[src/rtl/sra_pkg.sv]
`timescale 1ns/1ps
package sra_pkg;

    typedef enum logic {
        RED_DISTINCT = 1'b0,
        RED_POLYADD  = 1'b1
    } red_mode_e;

endpackage

[src/rtl/sra_mod_add.sv]
`timescale 1ns/1ps
module sra_mod_add #(
    parameter int COEF_W = 3,
    parameter int PRIME  = 7
) (
    input  logic [COEF_W-1:0] a,
    input  logic [COEF_W-1:0] b,
    output logic [COEF_W-1:0] sum
);

    localparam int SUM_W = COEF_W + 1;
    localparam logic [SUM_W-1:0] MODULUS = SUM_W'(PRIME);

    logic [SUM_W-1:0] raw;
    logic [SUM_W-1:0] reduced;

    always_comb begin
        raw     = {1'b0, a} + {1'b0, b};
        reduced = (raw >= MODULUS) ? (raw - MODULUS) : raw;
        sum     = reduced[COEF_W-1:0];
    end

endmodule

[src/rtl/sra_cell.sv]
`timescale 1ns/1ps
module sra_cell
    import sra_pkg::*;
#(
    parameter int EXP_W  = 6,
    parameter int COEF_W = 3,
    parameter int PRIME  = 7
) (
    input  logic                      clk,
    input  logic                      rst_n,
    input  red_mode_e                 mode,
    input  logic                      flush,
    input  logic                      up_ps_v,
    input  logic [EXP_W+COEF_W-1:0]   up_ps_d,
    input  logic                      up_st_v,
    input  logic [EXP_W+COEF_W-1:0]   up_st_d,
    output logic                      st_v,
    output logic [EXP_W+COEF_W-1:0]   st_d,
    output logic                      ps_v,
    output logic [EXP_W+COEF_W-1:0]   ps_d
);

    localparam int DATA_W = EXP_W + COEF_W;

    typedef struct packed {
        logic              st_v;
        logic [DATA_W-1:0] st_d;
        logic              ps_v;
        logic [DATA_W-1:0] ps_d;
    } cell_state_t;

    cell_state_t cur_q;
    cell_state_t nxt_d;

    logic              exp_match_d;
    logic              full_match_d;
    logic [COEF_W-1:0] coef_sum_d;

    sra_mod_add #(
        .COEF_W (COEF_W),
        .PRIME  (PRIME)
    ) u_coef_add (
        .a   (cur_q.st_d[COEF_W-1:0]),
        .b   (up_ps_d[COEF_W-1:0]),
        .sum (coef_sum_d)
    );

    always_comb begin
        exp_match_d  = (up_ps_d[DATA_W-1:COEF_W] == cur_q.st_d[DATA_W-1:COEF_W]);
        full_match_d = (up_ps_d == cur_q.st_d);
        nxt_d        = cur_q;

        if (flush) begin
            nxt_d.st_v = up_st_v;
            nxt_d.st_d = up_st_d;
            nxt_d.ps_v = 1'b0;
            nxt_d.ps_d = '0;
        end else if (!up_ps_v) begin
            nxt_d.ps_v = 1'b0;
            nxt_d.ps_d = '0;
        end else if (!cur_q.st_v) begin
            nxt_d.st_v = 1'b1;
            nxt_d.st_d = up_ps_d;
            nxt_d.ps_v = 1'b0;
            nxt_d.ps_d = '0;
        end else if (mode == RED_DISTINCT) begin
            if (full_match_d) begin
                nxt_d.ps_v = 1'b0;
                nxt_d.ps_d = '0;
            end else begin
                nxt_d.ps_v = 1'b1;
                nxt_d.ps_d = up_ps_d;
            end
        end else begin
            if (exp_match_d) begin
                nxt_d.st_d[COEF_W-1:0] = coef_sum_d;
                nxt_d.ps_v             = 1'b0;
                nxt_d.ps_d             = '0;
            end else begin
                nxt_d.ps_v = 1'b1;
                nxt_d.ps_d = up_ps_d;
            end
        end
    end

    always_ff @(posedge clk or negedge rst_n) begin
        if (!rst_n) begin
            cur_q <= '0;
        end else begin
            cur_q <= nxt_d;
        end
    end

    assign st_v = cur_q.st_v;
    assign st_d = cur_q.st_d;
    assign ps_v = cur_q.ps_v;
    assign ps_d = cur_q.ps_d;

    AST_CAPTURE_EMPTY: assert property (@(posedge clk) disable iff (!rst_n)
        (!flush && up_ps_v && !cur_q.st_v) |=>
            (cur_q.st_v && cur_q.st_d == $past(up_ps_d) && !cur_q.ps_v));

    AST_DUP_DROP: assert property (@(posedge clk) disable iff (!rst_n)
        (!flush && mode == RED_DISTINCT && up_ps_v && cur_q.st_v && up_ps_d == cur_q.st_d) |=>
            (!cur_q.ps_v && $stable(cur_q.st_d)));

    AST_MERGE_KEEPS_EXP: assert property (@(posedge clk) disable iff (!rst_n)
        (!flush && mode == RED_POLYADD && up_ps_v && cur_q.st_v &&
         up_ps_d[DATA_W-1:COEF_W] == cur_q.st_d[DATA_W-1:COEF_W]) |=>
            (!cur_q.ps_v && cur_q.st_v &&
             cur_q.st_d[DATA_W-1:COEF_W] == $past(cur_q.st_d[DATA_W-1:COEF_W])));

    AST_BUBBLE_HOLDS: assert property (@(posedge clk) disable iff (!rst_n)
        (!flush && !up_ps_v) |=>
            (!cur_q.ps_v && $stable(cur_q.st_v) && $stable(cur_q.st_d)));

    AST_SHIFT_STEP: assert property (@(posedge clk) disable iff (!rst_n)
        flush |=> (cur_q.st_v == $past(up_st_v) && !cur_q.ps_v));

endmodule

[src/rtl/sysred_array.sv]
`timescale 1ns/1ps
module sysred_array
    import sra_pkg::*;
#(
    parameter int DEPTH  = 4,
    parameter int EXP_W  = 6,
    parameter int COEF_W = 3,
    parameter int PRIME  = 7,
    localparam int DATA_W = EXP_W + COEF_W
) (
    input  logic              clk,
    input  logic              rst_n,
    input  logic              mode,
    input  logic              flush,
    input  logic              in_valid,
    input  logic [DATA_W-1:0] in_data,
    output logic              out_valid,
    output logic [DATA_W-1:0] out_data,
    output logic              ovf_valid,
    output logic [DATA_W-1:0] ovf_data
);

    localparam int LAST = DEPTH - 1;

    red_mode_e         mode_e;
    logic [DEPTH-1:0]  st_v;
    logic [DEPTH-1:0]  ps_v;
    logic [DEPTH-1:0]  up_st_v;
    logic [DEPTH-1:0]  up_ps_v;
    logic [DATA_W-1:0] st_d    [DEPTH];
    logic [DATA_W-1:0] ps_d    [DEPTH];
    logic [DATA_W-1:0] up_st_d [DEPTH];
    logic [DATA_W-1:0] up_ps_d [DEPTH];

    assign mode_e = red_mode_e'(mode);

    for (genvar g = 0; g < DEPTH; g++) begin : g_cell
        if (g == 0) begin : g_head
            assign up_ps_v[g] = in_valid;
            assign up_ps_d[g] = in_data;
            assign up_st_v[g] = 1'b0;
            assign up_st_d[g] = '0;
        end else begin : g_link
            assign up_ps_v[g] = ps_v[g-1];
            assign up_ps_d[g] = ps_d[g-1];
            assign up_st_v[g] = st_v[g-1];
            assign up_st_d[g] = st_d[g-1];
        end

        sra_cell #(
            .EXP_W  (EXP_W),
            .COEF_W (COEF_W),
            .PRIME  (PRIME)
        ) u_cell (
            .clk     (clk),
            .rst_n   (rst_n),
            .mode    (mode_e),
            .flush   (flush),
            .up_ps_v (up_ps_v[g]),
            .up_ps_d (up_ps_d[g]),
            .up_st_v (up_st_v[g]),
            .up_st_d (up_st_d[g]),
            .st_v    (st_v[g]),
            .st_d    (st_d[g]),
            .ps_v    (ps_v[g]),
            .ps_d    (ps_d[g])
        );
    end

    logic coef_live_d;

    always_comb begin
        coef_live_d = (mode_e == RED_DISTINCT) || (st_d[LAST][COEF_W-1:0] != '0);
        out_valid   = flush && st_v[LAST] && coef_live_d;
        out_data    = st_d[LAST];
        ovf_valid   = ps_v[LAST];
        ovf_data    = ps_d[LAST];
    end

    AST_NO_OVF_AFTER_FLUSH: assert property (@(posedge clk) disable iff (!rst_n)
        flush |=> !ovf_valid);

    initial begin
        AST_DEPTH_LEGAL: assert (DEPTH >= 1 && PRIME >= 2 && PRIME < (1 << COEF_W));
    end

endmodule

[config.mk]
export PLATFORM = sky130hd
export DESIGN_NAME = sysred_array
export DESIGN_NICKNAME = d
export VERILOG_FILES = /design/src/rtl/sra_pkg.sv /design/src/rtl/sra_mod_add.sv /design/src/rtl/sra_cell.sv /design/src/rtl/sysred_array.sv
export SDC_FILE = /design/constraint.sdc
export NUM_CORES = 1
export LEC_CHECK = 0
export CORE_MARGIN = 3
export CORE_UTILIZATION = 62
export CTS_BUF_LIST = sky130_fd_sc_hd__clkbuf_8 sky130_fd_sc_hd__clkbuf_16
export CTS_CLUSTER_SIZE = 8
export DETAILED_ROUTE_END_ITERATION = 10
export PLACE_DENSITY = 0.91
export SYNTH_ARGS = -nofsm -noshare
export SYNTH_HDL_FRONTEND = slang
export SYNTH_SLANG_ARGS = --single-unit
[constraint.sdc]
create_clock -name clk -period 4.5 [get_ports clk]
set_input_delay 0.9 -clock clk [delete_from_list [all_inputs] [get_ports clk]]
set_output_delay 0.9 -clock clk [all_outputs]
set_load 0.01 [all_outputs]
==> flow_summary.json <==
{
  "async_reset_ff_share_pct": 100.0,
  "post_syn_area_um2": 4131,
  "timing.final.crit_share_pct": 71.16,
  "post-synth-top-area-fraction_pct": 48.46,
  "worst_path_max_delay_cell": "sky130_fd_sc_hd__clkdlybuf4s50_1",
  "worst_setup_slack_before_clock_tree_synthesis_ps": 1063,
  "postSynthCellCount": 389,
  "cellPowerDensity_nw_per_um2": 356.9,
  "io_pins": 34,
  "placed_area_um2": 4501,
  "final.setup_skew_ps": 12.51,
  "post_synth_fa_ha_maj_area_fraction_pct": 6.784,
  "dr.pass1.iters": 4,
  "share_of_post_route_cells_with_drive_strength_above_1_pct": 7.529,
  "route.antenna.remaining_nets": 0,
  "final_cell_area_um2": 4705,
  "critPathMostFrequentCell": "sky130_fd_sc_hd__clkdlybuf4s50_1",
  "ys_seq_area_share_pct": 48.46,
  "global_route_wire_length_before_repair_um": 14060,
  "synth_enable_flop_cells": 0,
  "holdPathStages": 1,
  "instances_no_fill": 502,
  "seqCellArea_um2": 2002,
  "cts_root_buffer": "sky130_fd_sc_hd__clkbuf_8",
  "number_of_endpoints_failing_setup_at_the_final_stage": 0,
  "core-area_um2": 6386,
  "clk_pin_slew_worst_paths_ps": 80,
  "slew-limit-headroom_pct": 36.27,
  "cp_data_arrival_time_ps": 2300,
  "synth_xor_xnor_area_share_pct": 6.784,
  "placement_rows": 29,
  "critPathKind": "primary input to output port",
  "rsz0062_at_grt": "false",
  "hpwl_um": 5655,
  "total_power_mw": 1.679,
  "fmax_mhz": 312.3,
  "overflow": 0,
  "portion_of_netlist_area_occupied_by_mux_cells_pct": 8.389,
  "drt-initial-drc-count": 164,
  "synth-seq-cells": 80,
  "grt_max_degree": 81,
  "cts_hold_repair.buffers": 0,
  "timing.hold.worst.start": "g_cell[2].u_cell.ps_d[0]",
  "cts-buffers-inserted": 9,
  "synth_cell_types": 38,
  "yosysWarningCount": 0,
  "cts.repair_timing.setup_buffer_count": 0,
  "crit_path_end_kind": "output port",
  "floorplan.initialDensity_pct": 64.69,
  "antenna_found_initial": 0,
  "power_leakage_nw": 2.265,
  "drt-wirelength-per-cell_um": 15.72,
  "synth_top_flop_cell": "sky130_fd_sc_hd__dfrtp_1",
  "nFillCells": 462,
  "area_growth_pct": 13.87,
  "fin_nets": 454,
  "gp_routability_congestion": 0.8370,
  "path_max_fanout": 9,
  "die_outline_area_um2": 7679,
  "post_cts_resized": 0,
  "detailroute.via_count": 2936,
  "synth_area_leader_cell": "sky130_fd_sc_hd__dfrtp_1",
  "status": "finished, final reports clean",
  "cts_num_sinks": 80,
  "synth_compound_gate_area_share_pct": 12.51,
  "synth.top_cells.by_area": "sky130_fd_sc_hd__dfrtp_1, sky130_fd_sc_hd__mux2i_1, sky130_fd_sc_hd__and2_1",
  "post-route-util_pct": 73.67,
  "combined_area_of_the_multi_input_logic_cells_um2": 1993,
  "synth_most_common_cell": "sky130_fd_sc_hd__dfrtp_1",
  "simple_gate_area_share_of_the_yosys_netlist_pct": 13.78,
  "tritoncts": "built",
  "number_of_global_route_vias_before_repair": 3023,
  "cp_data_required_time_ps": 3600,
  "viasPerCell": 5.849,
  "die_height_um": 87.63,
  "timing.final.crit_period_ps": 3202,
  "synth.top_cells.by_count": "sky130_fd_sc_hd__dfrtp_1, sky130_fd_sc_hd__and2_1, sky130_fd_sc_hd__nand2_1, sky130_fd_sc_hd__mux2i_1, sky130_fd_sc_hd__xnor2_1",
  "timing_hold_violations_final": 0,
  "r2r_end": "g_cell[1].u_cell.st_d[1]",
  "hold_path_end": "g_cell[3].u_cell.ps_d[0]",
  "crit_path_cell_trace": "clkdlybuf4s50_1 > buf_4 > nor4b_1 > nor2_1 > clkdlybuf4s50_1",
  "worst_skew_pair.late_latency_ps": 360,
  "worst_slack_ps": 1298,
  "cap_violations": 0,
  "drc_errors": 0,
  "hold_path.class": "register to register",
  "synth.avg_cell_area_um2": 10.62,
  "routed_wirelength_um": 7889,
  "antenna_cells": 0,
  "cts_buffer_depth": 2,
  "die_w_um": 87.63,
  "number_of_nets_produced_by_synthesis": 423,
  "reg2regPathDepth": 9,
  "ir_drop_v": 0.0002373,
  "finalSetupTns_ps": 0,
  "timing.critical_path.from_type": "primary input",
  "port-buffer-count": 33,
  "combinational_family_with_the_most_area_after_synthesis": "simple AND/OR/NAND/NOR gates",
  "ff2ff_setup_slack_ps": 1960,
  "fin_worst_hold_slack_ps": 532.4,
  "timing.final.max_slew_violations": 0,
  "timing.rr.start": "g_cell[1].u_cell.st_d[0]",
  "placed_cells_incl_taps": 486,
  "timing.critical_path.slowest_cell_delay_ps": 470,
  "cts.htree.levels": 3,
  "groute.usage.overall_pct": 23.39,
  "worst_slew_pin_slew_ps": 956.0
}
-- cell families after synthesis --
group | after synthesis
DFF | 80
buffers and inverters | 34
adders and majority gates | 20
xor gates and xnor gates | 32
and+or+nand+nor | 114
AOI/OAI and AO/OA | 75
muxes | 34
-- worst max-delay path: cells and delay by family --
family        cells  cell delay (ps)
buf+inv           3             1080
simple gates      2              310
-- per-layer routing --
metal  share of wire [%]  wire [µm]  global-route usage (%)
met1                  42       3313                   28.45
met5                   0          0                       0
met4                 1.7        131                   7.950
met3                 4.2        334                   4.798
met2                  52       4109                   41.37
-- sequential cells by signal (all words and copies together), names as in the netlist --
register	flops
g_cell.u_cell.ps_d	36
g_cell.u_cell.ps_v	4
g_cell.u_cell.st_d	36
g_cell.u_cell.st_v	4
-- cell usage in the layout (no fill, tap or decap), drive strengths merged, types with 18 or more instances in the layout --
cell type      count
dfrtp             80
and2              35
nand2             33
clkdlybuf4s50     31
mux2i             29
xnor2             23
o21ai             22
nor2              21
inv               21
a21oi             18
-- worst max path at each step --
stage	startpoint	to	cells past startpoint
3_3_place_gp	in_data[0]	g_cell[0].u_cell.st_d[0]	10
4_1_cts	mode	out_valid	5
3_5_place_dp	in_data[0]	g_cell[0].u_cell.st_d[0]	10
5_1_grt	mode	out_valid	5
2_1_floorplan	flush	out_valid	6
6_report	mode	out_valid	5
-- power by group --
group	switching, mW	internal [mW]
clock	0.279	0.263
combinational	0.179	0.155
sequential	0.0457	0.757
-- layout make-up --
cell class                      count  area share [%]
Sequential cell                    80           42.55
Tap cell                           77           2.048
Inverter                           19           1.516
Clock buffer                        9           2.633
Timing Repair Buffer               35           7.181
Multi-Input combinational cell    275           42.37
Clock inverter                      7           1.702
No activity file was read; power rests on OpenSTA's default activity.
